## config.mk

```make
export PLATFORM = sky130hd
export DESIGN_NAME = slot_tracker
export DESIGN_NICKNAME = d
export VERILOG_FILES = /design/src/rtl/slot_tracker_pkg.sv /design/src/rtl/rs_slot_cell.sv /design/src/rtl/rs_status_merge.sv /design/src/rtl/slot_tracker.sv
export SDC_FILE = /design/constraint.sdc
export NUM_CORES = 1
export LEC_CHECK = 0
export CAP_MARGIN = 20
export CELL_PAD_IN_SITES_DETAIL_PLACEMENT = 1
export CELL_PAD_IN_SITES_GLOBAL_PLACEMENT = 1
export CORE_MARGIN = 3
export CORE_UTILIZATION = 31
export DETAILED_ROUTE_END_ITERATION = 8
export GPL_TIMING_DRIVEN = 0
export PLACE_DENSITY = 0.76
export SKIP_CTS_REPAIR_TIMING = 1
export SLEW_MARGIN = 0
export SYNTH_ARGS = -nofsm -noshare
export SYNTH_HDL_FRONTEND = slang
export SYNTH_SLANG_ARGS = --single-unit
```

## constraint.sdc

```tcl
create_clock -name clk -period 2.6 [get_ports clk]
set_input_delay 0.52 -clock clk [delete_from_list [all_inputs] [get_ports clk]]
set_output_delay 0.52 -clock clk [all_outputs]
set_load 0.02 [all_outputs]
```

## src/rtl/slot_tracker_pkg.sv

```systemverilog
package slot_tracker_pkg;
   typedef enum logic [1:0] {
      ST_OPEN = 2'd0,
      ST_FULL = 2'd1,
      ST_HELD = 2'd2
   } slot_st_e;
endpackage

```

## src/rtl/rs_slot_cell.sv

```systemverilog
module rs_slot_cell
   import slot_tracker_pkg::*;
#(
   parameter int SIZE   = 2,
   parameter int SLOT_W = 4
) (
   input  logic              clk,
   input  logic              rst_n,
   input  logic              take,
   input  logic              give,
   input  logic              clear,
   output slot_st_e          st,
   output logic [SLOT_W-1:0] free,
   output logic              ovf
);
   generate
      if (SIZE > 0) begin : g_buffered
         localparam logic [SLOT_W-1:0] CAP = SLOT_W'(SIZE);
         logic [SLOT_W-1:0] cnt;
         logic              unused_clear;
         assign unused_clear = clear;

         always_ff @(posedge clk) begin
            if (!rst_n)
               cnt <= CAP;
            else if (take && give)
               cnt <= cnt;
            else if (take && cnt != '0)
               cnt <= cnt - 1'b1;
            else if (give && cnt != CAP)
               cnt <= cnt + 1'b1;
         end

         assign st   = (cnt == '0) ? ST_FULL : ST_OPEN;
         assign free = cnt;
         assign ovf  = give && !take && (cnt == CAP);

         a_r5_no_overflow: assert property (@(posedge clk) disable iff (!rst_n)
            cnt <= CAP);
         a_r3_take_dec: assert property (@(posedge clk) disable iff (!rst_n)
            take && !give && cnt != '0 |=> cnt == $past(cnt) - 1'b1);
         a_r9_same_cycle: assert property (@(posedge clk) disable iff (!rst_n)
            take && give |=> $stable(cnt));
         a_r5_give_inc: assert property (@(posedge clk) disable iff (!rst_n)
            give && !take && cnt != CAP |=> cnt == $past(cnt) + 1'b1);
      end else if (SIZE == 0) begin : g_hazard
         logic held;
         logic unused_give;
         assign unused_give = give;

         always_ff @(posedge clk) begin
            if (!rst_n)
               held <= 1'b0;
            else
               held <= (held && !clear) || take;
         end

         assign st   = held ? ST_HELD : ST_OPEN;
         assign free = '0;
         assign ovf  = 1'b0;

         a_r4_hazard_set: assert property (@(posedge clk) disable iff (!rst_n)
            take |=> st == ST_HELD);
         a_r4_hazard_clear: assert property (@(posedge clk) disable iff (!rst_n)
            clear && !take |=> st == ST_OPEN);
      end else begin : g_unbounded
         logic unused_in;
         assign unused_in = ^{clk, rst_n, take, give, clear};
         assign st   = ST_OPEN;
         assign free = '0;
         assign ovf  = 1'b0;
      end
   endgenerate
endmodule

```

## src/rtl/rs_status_merge.sv

```systemverilog
module rs_status_merge
   import slot_tracker_pkg::*;
#(
   parameter int NUM_RES = 4
) (
   input  logic [NUM_RES-1:0]   mask,
   input  logic [2*NUM_RES-1:0] st_flat,
   output slot_st_e             status
);
   always_comb begin
      status = ST_OPEN;
      for (int i = NUM_RES - 1; i >= 0; i--) begin
         if (mask[i] && slot_st_e'(st_flat[2*i +: 2]) != ST_OPEN)
            status = slot_st_e'(st_flat[2*i +: 2]);
      end
   end
endmodule

```

## src/rtl/slot_tracker.sv

```systemverilog
module slot_tracker
   import slot_tracker_pkg::*;
#(
   parameter int NUM_RES           = 4,
   parameter int SLOT_W            = 4,
   parameter int BUF_SIZE [NUM_RES] = '{3, 1, 0, -1}
) (
   input  logic                      clk,
   input  logic                      rst_n,
   input  logic                      disp_valid,
   input  logic [NUM_RES-1:0]        disp_mask,
   input  logic [NUM_RES-1:0]        rel_mask,
   input  logic [NUM_RES-1:0]        unhold_mask,
   output logic [1:0]                status,
   output logic                      err,
   output logic [NUM_RES*SLOT_W-1:0] free_slots
);
   localparam int ST_BITS = 2 * NUM_RES;

   if (NUM_RES < 1) begin : g_chk_n
      $error("slot_tracker: NUM_RES must be at least 1");
   end
   if (SLOT_W < 1) begin : g_chk_w
      $error("slot_tracker: SLOT_W must be at least 1");
   end

   logic [ST_BITS-1:0] st_flat;
   logic [NUM_RES-1:0] ovf;
   logic [NUM_RES-1:0] take;
   slot_st_e           combined;
   logic               commit;

   assign commit = disp_valid && (combined == ST_OPEN);
   assign take   = commit ? disp_mask : '0;

   genvar i;
   generate
      for (i = 0; i < NUM_RES; i++) begin : g_res
         if (BUF_SIZE[i] < -1 || BUF_SIZE[i] >= (1 << SLOT_W)) begin : g_chk
            $error("slot_tracker: capacity out of range for SLOT_W");
         end
         slot_st_e cell_st;
         rs_slot_cell #(.SIZE(BUF_SIZE[i]), .SLOT_W(SLOT_W)) u_cell (
            .clk   (clk),
            .rst_n (rst_n),
            .take  (take[i]),
            .give  (rel_mask[i]),
            .clear (unhold_mask[i]),
            .st    (cell_st),
            .free  (free_slots[i*SLOT_W +: SLOT_W]),
            .ovf   (ovf[i])
         );
         assign st_flat[2*i +: 2] = cell_st;
      end
   endgenerate

   rs_status_merge #(.NUM_RES(NUM_RES)) u_merge (
      .mask    (disp_mask),
      .st_flat (st_flat),
      .status  (combined)
   );

   assign status = combined;
   assign err    = (disp_valid && !commit) || (|ovf);

   a_r7_zero_mask_open: assert property (@(posedge clk) disable iff (!rst_n)
      disp_mask == '0 |-> status == ST_OPEN);
   a_r8_refused_stable: assert property (@(posedge clk) disable iff (!rst_n)
      disp_valid && status != ST_OPEN && rel_mask == '0 && unhold_mask == '0
      |=> $stable(free_slots));
   a_r8_refused_err: assert property (@(posedge clk) disable iff (!rst_n)
      disp_valid && status != ST_OPEN |-> err);
endmodule

```

==> flow_summary.yaml, run 1 <==
clocking:
  clock-root-buffer: "clkbuf_4"
  insertion_delay_ps: 270
  h-tree-depth: 1
  cts_buffer_depth: 2
  numClockSinks: 9
  cts_tree: "yes"
  path_clk_slew_ps: 80
  cts_buffers: 3
drt:
  vias: 913
  drcViolationCount: 0
  wl_met2_um: 1210
  wl_met1_um: 1090
  route.detailed.wl_per_inst_um: 14.1
  top_layer: "met4"
  drtPass1Iterations: 4
  drtAntennaViolNets: 0
  routed_wl_um: 2450
  avgViaCountPerCell: 5.28
  drt_iter0_drc: 14
  wl_met3_um: 114
timing:
  hold_violations: 0
  max_freq_ghz: 0.397
  min_period_over_period: 0.968
  slew_violations: 0
  grt_setup_unrepaired: "yes"
  layout_min_cycle_time_ps: 2520
  setup_viol: 0
  fin_worst_skew_ps: 6.65
power:
  pwr-share-clk: 0.115
  power.leakage_nw: 0.548
  vdd_drop_max_mv: 0.455
  intPower_uw: 564
  total_power_mw: 1.05
  p_sw_frac: 0.464
  switchingPower_uw: 488
  pwr-share-seq: 0.235
  combPwrFrac: 0.650
  power_density_nw_per_um2: 846
place:
  port_buffers: 18
  place_congestion: 0.800
  place_hpwl_um: 1840
  placement.cell_area_um2: 1140
  dp.cells: 166
synthesis:
  synthMuxAreaShare: 0.0809
  synth-seq-area-share: 0.201
  synth_area_leaders: "dfxtp_1 20%, ha_1 7.0%, buf_4 6.7%, nand2_1 5.9%, mux2i_1 5.6%"
  avgSynthCellArea_um2: 8.08
  synth_top_area_frac: 0.201
  ys_types: 46
  yosysTopAreaCell: "dfxtp_1"
  synth_most_common_cell: "nand2_1"
  synth_flop_cell: "dfxtp_1"
  yosysWarnings: 0
  synthCells: 111
  yosys.area_share.simple: 0.349
  synth-edff-count: 0
  synth_top_family_by_area: "simple AND/OR/NAND/NOR gates"
  synth_compound_area_frac: 0.162
  synth_common_cells: "14 x nand2_1, 9 x dfxtp_1, 8 x buf_4"
  yosys.area_share.adder: 0.0697
  async_reset_ff_frac: 0
  synthXorXnorAreaFrac: 0.00976
  ys_ff_latch: 9
  synth.cell_area_um2: 897
floorplan:
  design.die.area_um2: 3580
  num_rows: 18
  die-width_um: 59.8
  die_h_um: 59.8
  coreArea_um2: 2610
  io_pins: 34
  start_util: 0.343
cells_and_area:
  design_area_um2: 1240
  areaGrowthSynthToFinish_pct: 38.5
  fill_cells: 315
  finalNonFillerCells: 173
  final_util: 0.476
  drive_gt1_frac: 0.259
  nNetsFinal: 164
  multi_input_area_um2: 667
  regArea_um2: 183
  insertedDiodeCount: 0
min_path:
  hp-class: "reg2reg"
setup_path:
  crit_chain: "clkdlybuf4s50_1, buf_6, nand3_2, nor3_2, o22ai_1, a21oi_1, a31o_2, buf_4"
  critPathMaxFanout: 10
  path_buf_inv: 3
  path_delay_family: "buffers and inverters"
  critPathRequiredTime_ps: 2080
  end_kind: "output pin"
  cp_slowest_cell: "clkdlybuf4s50_1"
  worstSetupStartpointType: "input port"
  arrival_ps: 2000
  slowest_delay_ps: 500
  path_class: "in2out"
grt:
  grt_max_degree: 11
  grt_pass1_wl_um: 4010
  grt.total_usage: 0.147
  antenna_found_initial: 0
  overflow: 0
  grt_pass1_vias: 880
run:
  cap_violations: 0
status:
  status: "completed"
-- power groups by stage --
stage          clock network [mW]  logic (mW)  registers (mW)
3_3_place_gp                    0       0.631           0.241
6_report                    0.121       0.683           0.247
2_1_floorplan                   0       0.401           0.284
3_5_place_dp                    0       0.658           0.246
5_1_grt                     0.129       0.746           0.259
4_1_cts                     0.119       0.663           0.242
-- area by class of cell --
class                   instances  share of cell area
multi-input cells              90               0.537
repair buffers                 21               0.169
flip-flops and latches          9               0.147
plain buffers                  14              0.0806
well taps                      30              0.0302
clock buffers                   4              0.0211
inverters                       5              0.0151
-- stage by stage --
| step | setup TNS (ps) | hold WS, ps | setup slack (ps) |
|---|---|---|---|
| after floorplan | 0 | 559 | 139 |
| after global placement | -846 | 490 | -590 |
| after detailed placement | -935 | 515 | -613 |
| after CTS | -753 | 525 | -629 |
| after global routing | -71.6 | 580 | -37.1 |
| final | 0 | 525 | 84.2 |
-- layer usage --
layer	global-route usage	up-vias
met1	0.179	432
li1	-	450
met5	0	-
met4	0.0696	0
met3	0.0216	4
met2	0.250	27
-- registers in the layout, summed over array words and instances, names as in the netlist --
register and count:
g_res.u_cell.g_hazard.held 1, g_res.u_cell.free 8
-- final timing paths --
path                           start  slack [ps]                      end  cells past startpoint
max                      rel_mask[0]          80                      err                      8
min          g_res[1].u_cell.free[3]         520  g_res[1].u_cell.free[3]                      2
max reg2reg  g_res[1].u_cell.free[0]         110  g_res[0].u_cell.free[2]                     11
min reg2reg  g_res[1].u_cell.free[3]         520  g_res[1].u_cell.free[3]                      2
-- cell families (layout without fill, tap and decap cells) --
group / count (synthesis) / count (layout)
buffers and inverters: 19 / 44
flip-flops: 9 / 9
adder cells (fa/ha/maj): 5 / 5
AND/OR/NAND/NOR: 51 / 51
multiplexers: 7 / 7
XOR/XNOR: 1 / 1
other: 1 / 8
AO/OA/AOI/OAI: 18 / 18
-- worst min-delay path, cell delays in order (launching register included) --
cell     delay, ps
dfxtp_1        350
nand2_1         70
mux2i_1         60
-- cells in the final DEF, fill, tap and decap left out, types with 2 or more instances in the layout --
cell,n
dlymetal6s2s_1,4
o311ai_0,2
nor2_1,6
mux2_2,2
conb_1,8
o22ai_1,2
dfxtp_2,2
o21ai_0,2
a21oi_1,2
clkbuf_4,3
nand2_1,14
mux2i_1,5
dfxtp_1,7
buf_6,2
nand4_4,2
nand2b_1,5
nand3b_1,2
or3_1,2
nand3_1,2
buf_4,12
inv_1,5
nor3_1,2
ha_1,5
clkdlybuf4s50_1,13
clkbuf_1,3
Note: power is estimated with default switching activity, not from simulation.
==> run 2: changes to the inputs <==
--- a/config.mk
+++ b/config.mk
@@ -9,10 +9,10 @@
 export CELL_PAD_IN_SITES_DETAIL_PLACEMENT = 1
 export CELL_PAD_IN_SITES_GLOBAL_PLACEMENT = 1
 export CORE_MARGIN = 3
-export CORE_UTILIZATION = 31
+export CORE_UTILIZATION = 33
 export DETAILED_ROUTE_END_ITERATION = 8
 export GPL_TIMING_DRIVEN = 0
-export PLACE_DENSITY = 0.76
+export PLACE_DENSITY = 0.81
 export SKIP_CTS_REPAIR_TIMING = 1
 export SLEW_MARGIN = 0
 export SYNTH_ARGS = -nofsm -noshare
==> constraint.sdc (replaced) <==
create_clock -name clk -period 2.9 [get_ports clk]
set_input_delay 0.58 -clock clk [delete_from_list [all_inputs] [get_ports clk]]
set_output_delay 0.58 -clock clk [all_outputs]
set_load 0.02 [all_outputs]
==> flow_summary.yaml, run 2 (same netlist as run 1, synthesis figures left out) <==
timing:
  hold_violations: 0
  setup_viol: 0
  slew_violations: 0
  min_period_over_period: 0.941
  fin_worst_skew_ps: 4.27
  grt_setup_unrepaired: "no"
  layout_min_cycle_time_ps: 2730
  max_freq_ghz: 0.366
floorplan:
  coreArea_um2: 2520
  num_rows: 18
  start_util: 0.356
  die-width_um: 58.1
  io_pins: 34
  die_h_um: 58.1
  design.die.area_um2: 3380
grt:
  grt.total_usage: 0.151
  antenna_found_initial: 0
  grt_max_degree: 11
  grt_pass1_wl_um: 3950
  overflow: 0
  grt_pass1_vias: 901
power:
  pwr-share-seq: 0.238
  power.leakage_nw: 0.486
  switchingPower_uw: 430
  power_density_nw_per_um2: 778
  vdd_drop_max_mv: 0.366
  intPower_uw: 494
  p_sw_frac: 0.465
  pwr-share-clk: 0.119
  combPwrFrac: 0.642
run:
  cap_violations: 0
setup_path:
  crit_top_cell: "clkdlybuf4s50_1"
  crit_chain: "clkdlybuf4s50_1, nand4bb_2, nand2_1, clkdlybuf4s50_1"
  critPathMaxFanout: 3
  critPathRequiredTime_ps: 2320
  cp_slowest_cell: "clkdlybuf4s50_1"
  end_kind: "output pin"
  arrival_ps: 2150
  worstSetupStartpointType: "input port"
  slowest_delay_ps: 610
  path_class: "in2out"
cells_and_area:
  areaGrowthSynthToFinish_pct: 32.4
  insertedDiodeCount: 0
  mostFrequentLayoutCells: "16 x clkdlybuf4s50_1, 14 x nand2_1, 8 x buf_4, 8 x conb_1, 8 x dfxtp_1"
  drive_gt1_frac: 0.194
  finalNonFillerCells: 169
  nNetsFinal: 160
  final_util: 0.471
  final_common_cell: "clkdlybuf4s50_1"
  largest_reg_flops: 8
clocking:
  cts_buffer_depth: 2
  path_clk_slew_ps: 80
  cts_tree: "yes"
  h-tree-depth: 1
  cts_buffers: 3
  numClockSinks: 9
  clock-root-buffer: "clkbuf_4"
  insertion_delay_ps: 270
drt:
  route.detailed.wl_per_inst_um: 14.5
  drcViolationCount: 0
  drt_iter0_drc: 16
  drtAntennaViolNets: 0
  avgViaCountPerCell: 5.24
  drtPass1Iterations: 4
  routed_wl_um: 2450
  vias: 886
place:
  place_hpwl_um: 1760
  place_congestion: 0.823
  dp.cells: 166
  port_buffers: 18
status:
  status: "completed"
min_path:
  hp-class: "reg2reg"
-- run 2: layer usage --
| layer | share of wire | up-vias | GRT usage |
|---|---|---|---|
| met1 | 0.44 | 420 | 0.176 |
| met2 | 0.51 | 19 | 0.271 |
| met4 | 0.013 | 0 | 0.0596 |
| met5 | 0 | - | 0 |
| met3 | 0.030 | 4 | 0.0245 |
| li1 | - | 443 | - |
-- run 2: cell type report --
| cell class | count | area [um2] |
|---|---|---|
| Multi-Input combinational cell | 90 | 649 |
| Inverter | 5 | 18.8 |
| Tap cell | 30 | 37.5 |
| Fill cell | 311 | 1340 |
| Buffer | 13 | 88.8 |
| Timing Repair Buffer | 18 | 185 |
| Clock buffer | 4 | 26.3 |
| Sequential cell | 9 | 181 |
-- run 2: power by group through the flow --
stage	logic, mW	registers (mW)	clock network [mW]
after CTS	0.594	0.219	0.114
after global placement	0.563	0.215	0
after floorplan	0.360	0.255	0
final	0.594	0.220	0.110
after global routing	0.658	0.228	0.119
after detailed placement	0.584	0.222	0
-- run 2: path summary, 6_finish.rpt --
kind                            from                      end  cells past startpoint  slack, ps
min          g_res[1].u_cell.free[3]  g_res[1].u_cell.free[3]                      2        520
max reg2reg  g_res[1].u_cell.free[1]  g_res[0].u_cell.free[2]                     11        350
min reg2reg  g_res[1].u_cell.free[3]  g_res[1].u_cell.free[3]                      2        520
max                     disp_mask[1]                status[0]                      4        170
-- run 2: worst max-delay path: cells and delay by family --
family | cells | cell delay (ps)
buffers and inverters | 2 | 1190
AND/OR/NAND/NOR | 2 | 370
-- run 2: per-stage QoR --
stage | total power [mW] | setup TNS (ps) | setup WS (ps) | hold WS, ps | instance area (um2)
2_1_floorplan | 0.615 | 0 | 439 | 559 | 923
5_1_grt | 1.00 | 0 | 11.9 | 565 | 1190
3_3_place_gp | 0.778 | -415 | -388 | 494 | 1140
6_report | 0.924 | 0 | 171 | 525 | 1190
4_1_cts | 0.928 | -522 | -522 | 523 | 1170
3_5_place_dp | 0.806 | -542 | -474 | 509 | 1140
==> run 3: changes to the inputs <==
--- a/config.mk
+++ b/config.mk
@@ -9,10 +9,12 @@
 export CELL_PAD_IN_SITES_DETAIL_PLACEMENT = 1
 export CELL_PAD_IN_SITES_GLOBAL_PLACEMENT = 1
 export CORE_MARGIN = 3
-export CORE_UTILIZATION = 33
+export CORE_UTILIZATION = 49
+export CTS_BUF_LIST = sky130_fd_sc_hd__clkbuf_8
 export DETAILED_ROUTE_END_ITERATION = 8
+export DONT_BUFFER_PORTS = 1
 export GPL_TIMING_DRIVEN = 0
-export PLACE_DENSITY = 0.81
+export PLACE_DENSITY = 0.82
 export SKIP_CTS_REPAIR_TIMING = 1
 export SLEW_MARGIN = 0
 export SYNTH_ARGS = -nofsm -noshare
==> flow_summary.yaml, run 3 (same netlist as run 1, synthesis figures left out) <==
timing:
  worstMarginPinSlew_ps: 548
  setup_viol: 0
  layout_min_cycle_time_ps: 2630
  setup_slack_ps: 274
  min_period_over_period: 0.906
  grt_setup_unrepaired: "no"
  max_freq_ghz: 0.381
  fin_tns_setup_ps: 0
  slew_violations: 0
  whs_ps: 495
  fin_worst_skew_ps: 3.75
  worst_slew_margin_rel: 0.634
  hold_violations: 0
setup_path:
  rr_endpoint: "g_res[0].u_cell.free[2]"
  worstSetupStartpointType: "flop"
  path_buf_inv: 1
  rrSetupSlack_ps: 270
  r2r-start: "g_res[1].u_cell.free[0]"
  slowest_delay_ps: 440
  cp_slowest_cell: "dfxtp_2"
  crit_chain: "inv_1, ha_1, nand4bb_2, nand4_2, nor2_1, xor2_1, ha_1, or3_1, a211oi_1, o21ai_0, o31ai_1"
  arrival_ps: 2770
  critPathMaxFanout: 9
  crit_top_cell: "ha_1"
  end_kind: "flop"
  path_class: "reg2reg"
  critPathRequiredTime_ps: 3050
  path_delay_family: "simple AND/OR/NAND/NOR gates"
  rr_worst_depth: 11
clocking:
  numClockSinks: 9
  cts_buffers: 3
  cts_tree: "yes"
  cts_buffer_depth: 2
  clock-root-buffer: "clkbuf_8"
  path_clk_slew_ps: 50
  h-tree-depth: 1
  insertion_delay_ps: 240
grt:
  overflow: 0
  grt_pass1_vias: 860
  grt_max_degree: 11
  grt.total_usage: 0.209
  antenna_found_initial: 0
  grt_pass1_wl_um: 3840
floorplan:
  io_pins: 34
  die-width_um: 48.8
  die_h_um: 48.8
  design.die.area_um2: 2380
  coreArea_um2: 1610
  num_rows: 14
  start_util: 0.557
cells_and_area:
  mostFrequentLayoutCells: "14 x nand2_1, 8 x buf_4, 8 x conb_1, 7 x nor2_1, 7 x dfxtp_1"
  insertedDiodeCount: 0
  regArea_um2: 183
  multi_input_area_um2: 632
  fill_cells: 207
  largest_reg_flops: 8
  final_common_cell: "nand2_1"
  drive_gt1_frac: 0.230
  nNetsFinal: 143
  areaGrowthSynthToFinish_pct: 11.6
  finalNonFillerCells: 146
  final_util: 0.621
power:
  power_density_nw_per_um2: 867
  vdd_drop_max_mv: 0.579
  power.leakage_nw: 0.411
drt:
  drtPass1Iterations: 4
  route.detailed.wl_per_inst_um: 16.2
  drt_iter0_drc: 9
  vias: 849
  avgViaCountPerCell: 5.82
  drtAntennaViolNets: 0
  routed_wl_um: 2360
  drcViolationCount: 0
place:
  place_congestion: 0.776
  pre_cts_ws_ps: 133
  port_buffers: 0
  dp.cells: 142
  place_hpwl_um: 1700
min_path:
  hp-class: "in2reg"
  whs_path_depth: 2
  holdPathEnd: "g_res[1].u_cell.free[2]"
  hp-start: "rst_n"
run:
  cap_violations: 0
status:
  status: "completed"
run 3: changes by cell type in the layout (fill, tap and decap cells not counted):
cell	before	now
clkbuf_4	3	0
nand4_4	2	0
clkdlybuf4s50_1	16	0
inv_1	5	6
dfxtp_2	1	2
nand4_2	0	2
dfxtp_1	8	7
dlymetal6s2s_1	2	0
clkbuf_8	0	3
run 3: power breakdown:
part	leakage (nW)	switching (mW)	internal (mW)
Combinational	0.311	0.251	0.191
Clock	0.0269	0.0602	0.0932
Sequential	0.0739	0.106	0.167
run 3: through the flow:
step	power [mW]	cell area, um2
5_1_grt	0.938	1000
4_1_cts	0.869	998
2_1_floorplan	0.615	923
6_report	0.868	1000
3_5_place_dp	0.697	953
3_3_place_gp	0.676	953
run 3: worst max path at each step:
stage,from,end,slack (ps),cells after the start
floorplan,g_res[1].u_cell.free[0],g_res[0].u_cell.free[2],440,11
global placement,g_res[1].u_cell.free[0],g_res[0].u_cell.free[2],210,11
detailed placement,g_res[1].u_cell.free[0],g_res[0].u_cell.free[2],130,11
CTS,g_res[1].u_cell.free[0],g_res[0].u_cell.free[2],90,11
global route,g_res[1].u_cell.free[1],g_res[0].u_cell.free[2],30,11
finish,g_res[1].u_cell.free[0],g_res[0].u_cell.free[2],270,11
run 3: per-layer routing:
metal / GRT usage / up-vias / share of wire
met5: 0 / - / 0
met4: 0.0900 / 0 / 0.020
met3: 0.0428 / 7 / 0.064
met2: 0.364 / 29 / 0.49
met1: 0.246 / 406 / 0.43
li1: - / 407 / -
run 3: final cells by class:
class	count	area share
clock buffers	3	0.0413
plain buffers	14	0.0925
clock inverters	1	0.00375
flip-flops and latches	9	0.182
inverters	5	0.0188
multi-input cells	90	0.631
well taps	24	0.0300
